**config.mk**
```make
export PLATFORM = sky130hd
export DESIGN_NAME = irq_aggregator
export DESIGN_NICKNAME = d
export VERILOG_FILES = /design/src/rtl/irq_agg_pkg.sv /design/src/rtl/irq_enable_bank.sv /design/src/rtl/irq_status_bank.sv /design/src/rtl/irq_aggregator.sv
export SDC_FILE = /design/constraint.sdc
export NUM_CORES = 1
export LEC_CHECK = 0
export ABC_AREA = 1
export ABC_CLOCK_PERIOD_IN_PS = 900
export BUFFER_PORTS_ARGS = -buffer_cell sky130_fd_sc_hd__buf_4
export CAP_MARGIN = 10
export CORE_UTILIZATION = 50
export CTS_CLUSTER_SIZE = 8
export DETAILED_ROUTE_END_ITERATION = 7
export GPL_TIMING_DRIVEN = 1
export PLACE_DENSITY_LB_ADDON = 0.15
export SYNTH_ARGS = -nofsm -noshare
export SYNTH_HDL_FRONTEND = slang
export SYNTH_HIERARCHICAL = 1
export SYNTH_SLANG_ARGS = --single-unit
export TNS_END_PERCENT = 20
```
**constraint.sdc**
```tcl
create_clock -name clk -period 0.9 [get_ports clk]
set_input_delay 0.225 -clock clk [delete_from_list [all_inputs] [get_ports clk]]
set_output_delay 0.225 -clock clk [all_outputs]
set_load 0.005 [all_outputs]
```
**src/rtl/irq_agg_pkg.sv**
```systemverilog
package irq_agg_pkg;

    function automatic int regs_for(input int n_src, input int reg_w);
        return (n_src + reg_w - 1) / reg_w;
    endfunction

    function automatic int addr_bits(input int n_reg);
        return (n_reg > 1) ? $clog2(n_reg) : 1;
    endfunction

endpackage

```
**src/rtl/irq_enable_bank.sv**
```systemverilog
module irq_enable_bank #(
    parameter int NUM_REG = 4,
    parameter int REG_W   = 8,
    localparam int PAD    = NUM_REG * REG_W,
    localparam int AW     = irq_agg_pkg::addr_bits(NUM_REG)
) (
    input  logic             clk,
    input  logic             rst_n,
    input  logic             wr_en_i,
    input  logic [AW-1:0]    wr_addr_i,
    input  logic [REG_W-1:0] wr_data_i,
    output logic [PAD-1:0]   en_o
);
    typedef struct packed {
        logic [PAD-1:0] en;
    } en_state_t;

    en_state_t st_d, st_q;

    always_comb begin
        st_d = st_q;
        for (int r = 0; r < NUM_REG; r++) begin
            if (wr_en_i && int'(wr_addr_i) == r) begin
                st_d.en[r*REG_W +: REG_W] = wr_data_i;
            end
        end
    end

    always_ff @(posedge clk or negedge rst_n) begin
        if (!rst_n) st_q <= '0;
        else        st_q <= st_d;
    end

    assign en_o = st_q.en;

    // Write lands in the addressed enable register one edge later
    assert_enable_load_R9: assert property (@(posedge clk) disable iff (!rst_n)
        (wr_en_i && int'(wr_addr_i) < NUM_REG) |=>
            en_o[int'($past(wr_addr_i))*REG_W +: REG_W] == $past(wr_data_i));

    assert_enable_hold_R9: assert property (@(posedge clk) disable iff (!rst_n)
        !wr_en_i |=> $stable(en_o));
endmodule

```
**src/rtl/irq_status_bank.sv**
```systemverilog
module irq_status_bank #(
    parameter int NUM_REG = 4,
    parameter int REG_W   = 8,
    localparam int PAD    = NUM_REG * REG_W,
    localparam int AW     = irq_agg_pkg::addr_bits(NUM_REG)
) (
    input  logic             clk,
    input  logic             rst_n,
    input  logic [PAD-1:0]   evt_i,
    input  logic [PAD-1:0]   en_i,
    input  logic             rd_en_i,
    input  logic [AW-1:0]    rd_addr_i,
    output logic [REG_W-1:0] rd_data_o,
    output logic [PAD-1:0]   stat_o
);
    typedef struct packed {
        logic [PAD-1:0]   stat;
        logic [REG_W-1:0] rdat;
    } st_state_t;

    st_state_t st_d, st_q;
    logic [PAD-1:0] clr_mask;
    logic [PAD-1:0] capture;

    assign capture = evt_i & en_i;

    always_comb begin
        st_d     = st_q;
        clr_mask = '0;
        for (int r = 0; r < NUM_REG; r++) begin
            if (rd_en_i && int'(rd_addr_i) == r) begin
                st_d.rdat = st_q.stat[r*REG_W +: REG_W];
                clr_mask[r*REG_W +: REG_W] = '1;
            end
        end
        // clear first, then record new events so a colliding event survives
        st_d.stat = (st_q.stat & ~clr_mask) | capture;
    end

    always_ff @(posedge clk or negedge rst_n) begin
        if (!rst_n) st_q <= '0;
        else        st_q <= st_d;
    end

    assign stat_o    = st_q.stat;
    assign rd_data_o = st_q.rdat;

    assert_enabled_event_set_R2: assert property (@(posedge clk) disable iff (!rst_n)
        1'b1 |=> ((stat_o & $past(capture)) == $past(capture)));

    assert_masked_event_dropped_R3: assert property (@(posedge clk) disable iff (!rst_n)
        1'b1 |=> ((stat_o & $past(evt_i & ~en_i & ~stat_o)) == '0));

    assert_sticky_R8: assert property (@(posedge clk) disable iff (!rst_n)
        1'b1 |=> ((stat_o & $past(stat_o & ~clr_mask)) == $past(stat_o & ~clr_mask)));

    assert_read_preclear_R5: assert property (@(posedge clk) disable iff (!rst_n)
        (rd_en_i && int'(rd_addr_i) < NUM_REG) |=>
            rd_data_o == $past(stat_o[int'(rd_addr_i)*REG_W +: REG_W]));

    assert_clear_keeps_event_R7: assert property (@(posedge clk) disable iff (!rst_n)
        (rd_en_i && int'(rd_addr_i) < NUM_REG) |=>
            stat_o[int'($past(rd_addr_i))*REG_W +: REG_W]
                == $past(capture[int'(rd_addr_i)*REG_W +: REG_W]));
endmodule

```
**src/rtl/irq_aggregator.sv**
```systemverilog
module irq_aggregator #(
    parameter int NUM_SRC = 32,
    parameter int REG_W   = 8,
    localparam int NUM_REG = irq_agg_pkg::regs_for(NUM_SRC, REG_W),
    localparam int PAD     = NUM_REG * REG_W,
    localparam int AW      = irq_agg_pkg::addr_bits(NUM_REG)
) (
    input  logic               clk,
    input  logic               rst_n,
    input  logic [NUM_SRC-1:0] evt,
    input  logic               rd_en,
    input  logic [AW-1:0]      rd_addr,
    output logic [REG_W-1:0]   rd_data,
    input  logic               wr_en,
    input  logic [AW-1:0]      wr_addr,
    input  logic [REG_W-1:0]   wr_data,
    output logic               irq_n
);
    logic [PAD-1:0] evt_pad;
    logic [PAD-1:0] en_vec;
    logic [PAD-1:0] stat_vec;

    generate
        if (PAD > NUM_SRC) begin : g_pad
            assign evt_pad = {{(PAD-NUM_SRC){1'b0}}, evt};
        end else begin : g_nopad
            assign evt_pad = evt;
        end
    endgenerate

    irq_enable_bank #(.NUM_REG(NUM_REG), .REG_W(REG_W)) u_en (
        .clk       (clk),
        .rst_n     (rst_n),
        .wr_en_i   (wr_en),
        .wr_addr_i (wr_addr),
        .wr_data_i (wr_data),
        .en_o      (en_vec)
    );

    irq_status_bank #(.NUM_REG(NUM_REG), .REG_W(REG_W)) u_stat (
        .clk       (clk),
        .rst_n     (rst_n),
        .evt_i     (evt_pad),
        .en_i      (en_vec),
        .rd_en_i   (rd_en),
        .rd_addr_i (rd_addr),
        .rd_data_o (rd_data),
        .stat_o    (stat_vec)
    );

    assign irq_n = ~(|stat_vec);

    // An enabled event always pulls the line low on the following cycle
    assert_irq_follows_event_R4: assert property (@(posedge clk) disable iff (!rst_n)
        (|(evt_pad & en_vec)) |=> !irq_n);

    // A line released by a read means nothing else was pending or arriving
    assert_irq_release_R6: assert property (@(posedge clk) disable iff (!rst_n)
        (!irq_n && !rd_en) |=> !irq_n);
endmodule

```
==> flow_metrics.tcl <==
set metrics [dict create \
    outcome "finished with violations" \
    violations "setup timing" \
    clk_path_buf_depth 2 \
    firstDrtPassIters 6 \
    worst_slack_ns -0.6576 \
    worstPathMaxFanout 2 \
    finalPower_mw 9.381 \
    place_congestion 0.8418 \
    dp.cells 532 \
    numCtsBuffers 9 \
    start_kind "flip-flop" \
    tritoncts "done" \
    rr_worst_depth 5 \
    arrival_ns 1.33 \
    grt_pass1_vias 2814 \
    cp_cell_sequence "nor2_1, nand2_1, nor2_1, nand2_1, nor2_1, buf_4" \
    die-width_um 84.66 \
    cellLeakagePower_nw 2.282 \
    die_y_um 84.66 \
    period_share 1.731 \
    worst_clock_skew_ns 0.008718 \
    rsz0062_at_grt "yes" \
    syn_area_um2 3416 \
    worst-path-buf-inv 1 \
    grt_pass1_wl_um 13700 \
    synth_nets 430 \
    dp_hpwl_um 6327 \
    path_common_cell "nor2_1" \
    r2r_slack_ns -0.10 \
    clk_latency_ns 0.33 \
    fillers 513 \
    p_per_area_nw_per_um2 2135 \
    grt_max_degree 24 \
    maxSlewViolCount 0 \
    combPwrFrac 0.212 \
    endpoint_kind "output port" \
    clk_pin_slew_ns 0.08 \
    synth_cell_types 23 \
    drive_gt1_frac 0.2668 \
    switching_share 0.2734 \
    grt.total_usage 0.2536 \
    fmax_mhz 642.0 \
    start_util 0.5289 \
    max_stage_delay_ns 0.38 \
    relSlewSlack 0.7768 \
    instances_no_fill 553 \
    num_rows 29 \
    avgViaCountPerCell 5.278 \
    cp_top_family "simple AND/OR/NAND/NOR gates" \
    cts-root-buf "clkbuf_8" \
    crit_type "reg -> out" \
    setup_viol 17 \
    ir_drop_mv 1.256 \
    core_um2 6459 \
    synth-seq-cells 72 \
    max_cap_viol_count 0 \
    min_to "u_stat/stat_o[30]" \
    required_ns 0.67 \
    n_antenna_cell 0 \
    synth_warnings 6 \
    dieArea_um2 7166 \
    worst_r2r_endpoint "u_stat/rd_data_o[5]" \
    fin_tns_setup_ns -2.514 \
    syn_avg_cell_area_um2 8.942 \
    seqPwrFrac 0.451 \
    route.detailed.drc 0 \
    worst_slew_pin_slew_ns 0.3348 \
    p_sw_mw 2.565 \
    internal-power_mw 6.816 \
    fin_crit_ns 1.558 \
    num-nets-final 519 \
    rr_startpoint "u_stat/stat_o[21]" \
    min_from "evt[30]" \
    ys_seq_area_frac 0.5275 \
    overflow 0 \
    p_clk_frac 0.337 \
    hold_viol_final 0 \
    dpl_worst_slack_ns -0.3038 \
    portBuffers 56 \
    htreeDepth 3 \
    slowest_stage "dfrtp_1" \
    routedWlPerCell_um 15.05 \
    via_count 2919 \
    io_pins 57 \
    hold_class "in -> reg" \
    clock_sinks 72 \
    ant_nets 0 \
    hold_path_depth 3 \
    drt_iter0_drc 226 \
    area_delta_synth_final_pct 28.61 \
    wl_um 8321 \
    syn_inst 382 \
    antenna_found_initial 0 \
]
-- per-layer routing --
layer	track usage	share of wire	vias up
li1	-	-	1438
met1	0.3524	0.46	1388
met2	0.3984	0.48	76
met3	0.03147	0.034	17
met4	0.1217	0.024	0
met5	0	0	-
-- kinds of logic (layout without fill, tap and decap cells) --
family / after synthesis / after routing / synth area share
DFF: 72 / 72 / 0.5275
and+or+nand+nor: 219 / 219 / 0.2985
buffers and inverters: 43 / 137 / 0.08901
AOI/OAI and AO/OA: 48 / 48 / 0.08499
-- synth_stat cells --
master,instances,area share
a21oi_1,8,0.012
nand2_4,2,0.0066
nor3_2,1,0.0029
nand3_4,4,0.021
inv_2,1,0.0011
inv_1,24,0.026
clkbuf_8,3,0.012
nand3_1,16,0.023
nand2_1,146,0.16
nand4_1,24,0.044
o211ai_1,8,0.018
nor2_1,21,0.023
buf_6,10,0.033
nor2_4,3,0.0099
buf_4,1,0.0022
inv_6,1,0.0026
buf_2,1,0.0015
nor2_8,1,0.0059
o21ai_0,24,0.035
dfrtp_1,72,0.53
nand2_2,1,0.0018
bufinv_8,2,0.010
a22o_1,8,0.021
-- placed cells by master, fill, tap and decap left out, drive strengths merged --
cell type / n
clkinv: 1
a22o: 8
nor2: 25
bufinv: 5
nand2: 149
o21ai: 24
nand3: 20
buf: 92
o211ai: 8
nor3: 1
inv: 26
clkinvlp: 1
nand4: 24
clkbuf: 11
a21oi: 8
dfrtp: 72
dlygate4sd3: 1
-- worst register-to-register path: cells and delay by family, from the launching register on --
family / cells / cell delay, ns
compound gates: 1 / 0.16
buf+inv: 1 / 0.14
flops: 1 / 0.39
simple gates: 3 / 0.21
-- how the worst max path moves through the flow --
| stage | from | end | slack (ns) | cells past startpoint |
|---|---|---|---|---|
| after floorplan | rd_en | u_stat/rd_data_o[5] | -0.08 | 9 |
| after global placement | u_stat/stat_o[7] | irq_n | -0.30 | 6 |
| after detailed placement | u_stat/stat_o[9] | irq_n | -0.30 | 6 |
| after CTS | u_stat/stat_o[8] | irq_n | -0.66 | 6 |
| after global routing | u_stat/stat_o[0] | irq_n | -0.78 | 6 |
| final | u_stat/stat_o[8] | irq_n | -0.66 | 6 |
-- through the flow --
| step | area, µm² | hold slack, ns | utilization |
|---|---|---|---|
| 5_1_grt | 4393 | 0.09833 | 0.6802 |
| 3_3_place_gp | 4069 | 0.1499 | 0.6300 |
| 4_1_cts | 4378 | 0.08960 | 0.6778 |
| 2_1_floorplan | 3437 | -0.07059 | - |
| 6_report | 4393 | 0.1025 | 0.6802 |
| 3_5_place_dp | 4069 | 0.1470 | 0.6300 |
-- flip-flops by register name (all words and copies together) (netlist names) --
register	count
u_stat/rd_data_o	8
u_en/en_o	32
u_stat/stat_o	32
-- what timing repair did --
item,in CTS,in global routing
resized for setup,8,1
hold buffers,1,0
endpoints found under the hold margin,16,0
setup buffers,2,2
endpoints found under the setup margin,17,17
pin swaps,5,7
-- power by group through the flow --
| stage | clock network (mW) | logic [mW] | registers (mW) |
|---|---|---|---|
| CTS | 3.19 | 1.95 | 4.23 |
| finish | 3.16 | 1.99 | 4.23 |
| global route | 3.36 | 2.20 | 4.31 |
| detailed placement | 0 | 1.86 | 4.28 |
| global placement | 0 | 1.83 | 4.25 |
| floorplan | 0 | 1.02 | 4.21 |
-- cell type report --
| type | count | area (µm²) | share of cell area |
|---|---|---|---|
| timing repair buffer | 93 | 780.7 | 0.1777 |
| clock buffer | 11 | 151.4 | 0.03446 |
| tap | 77 | 96.34 | 0.02193 |
| multi-input combinational | 267 | 1320 | 0.3005 |
| inverter | 28 | 140.1 | 0.03190 |
| clock inverter | 5 | 102.6 | 0.02336 |
| sequential | 72 | 1802 | 0.4101 |
Power figures use the tool's default switching activity.
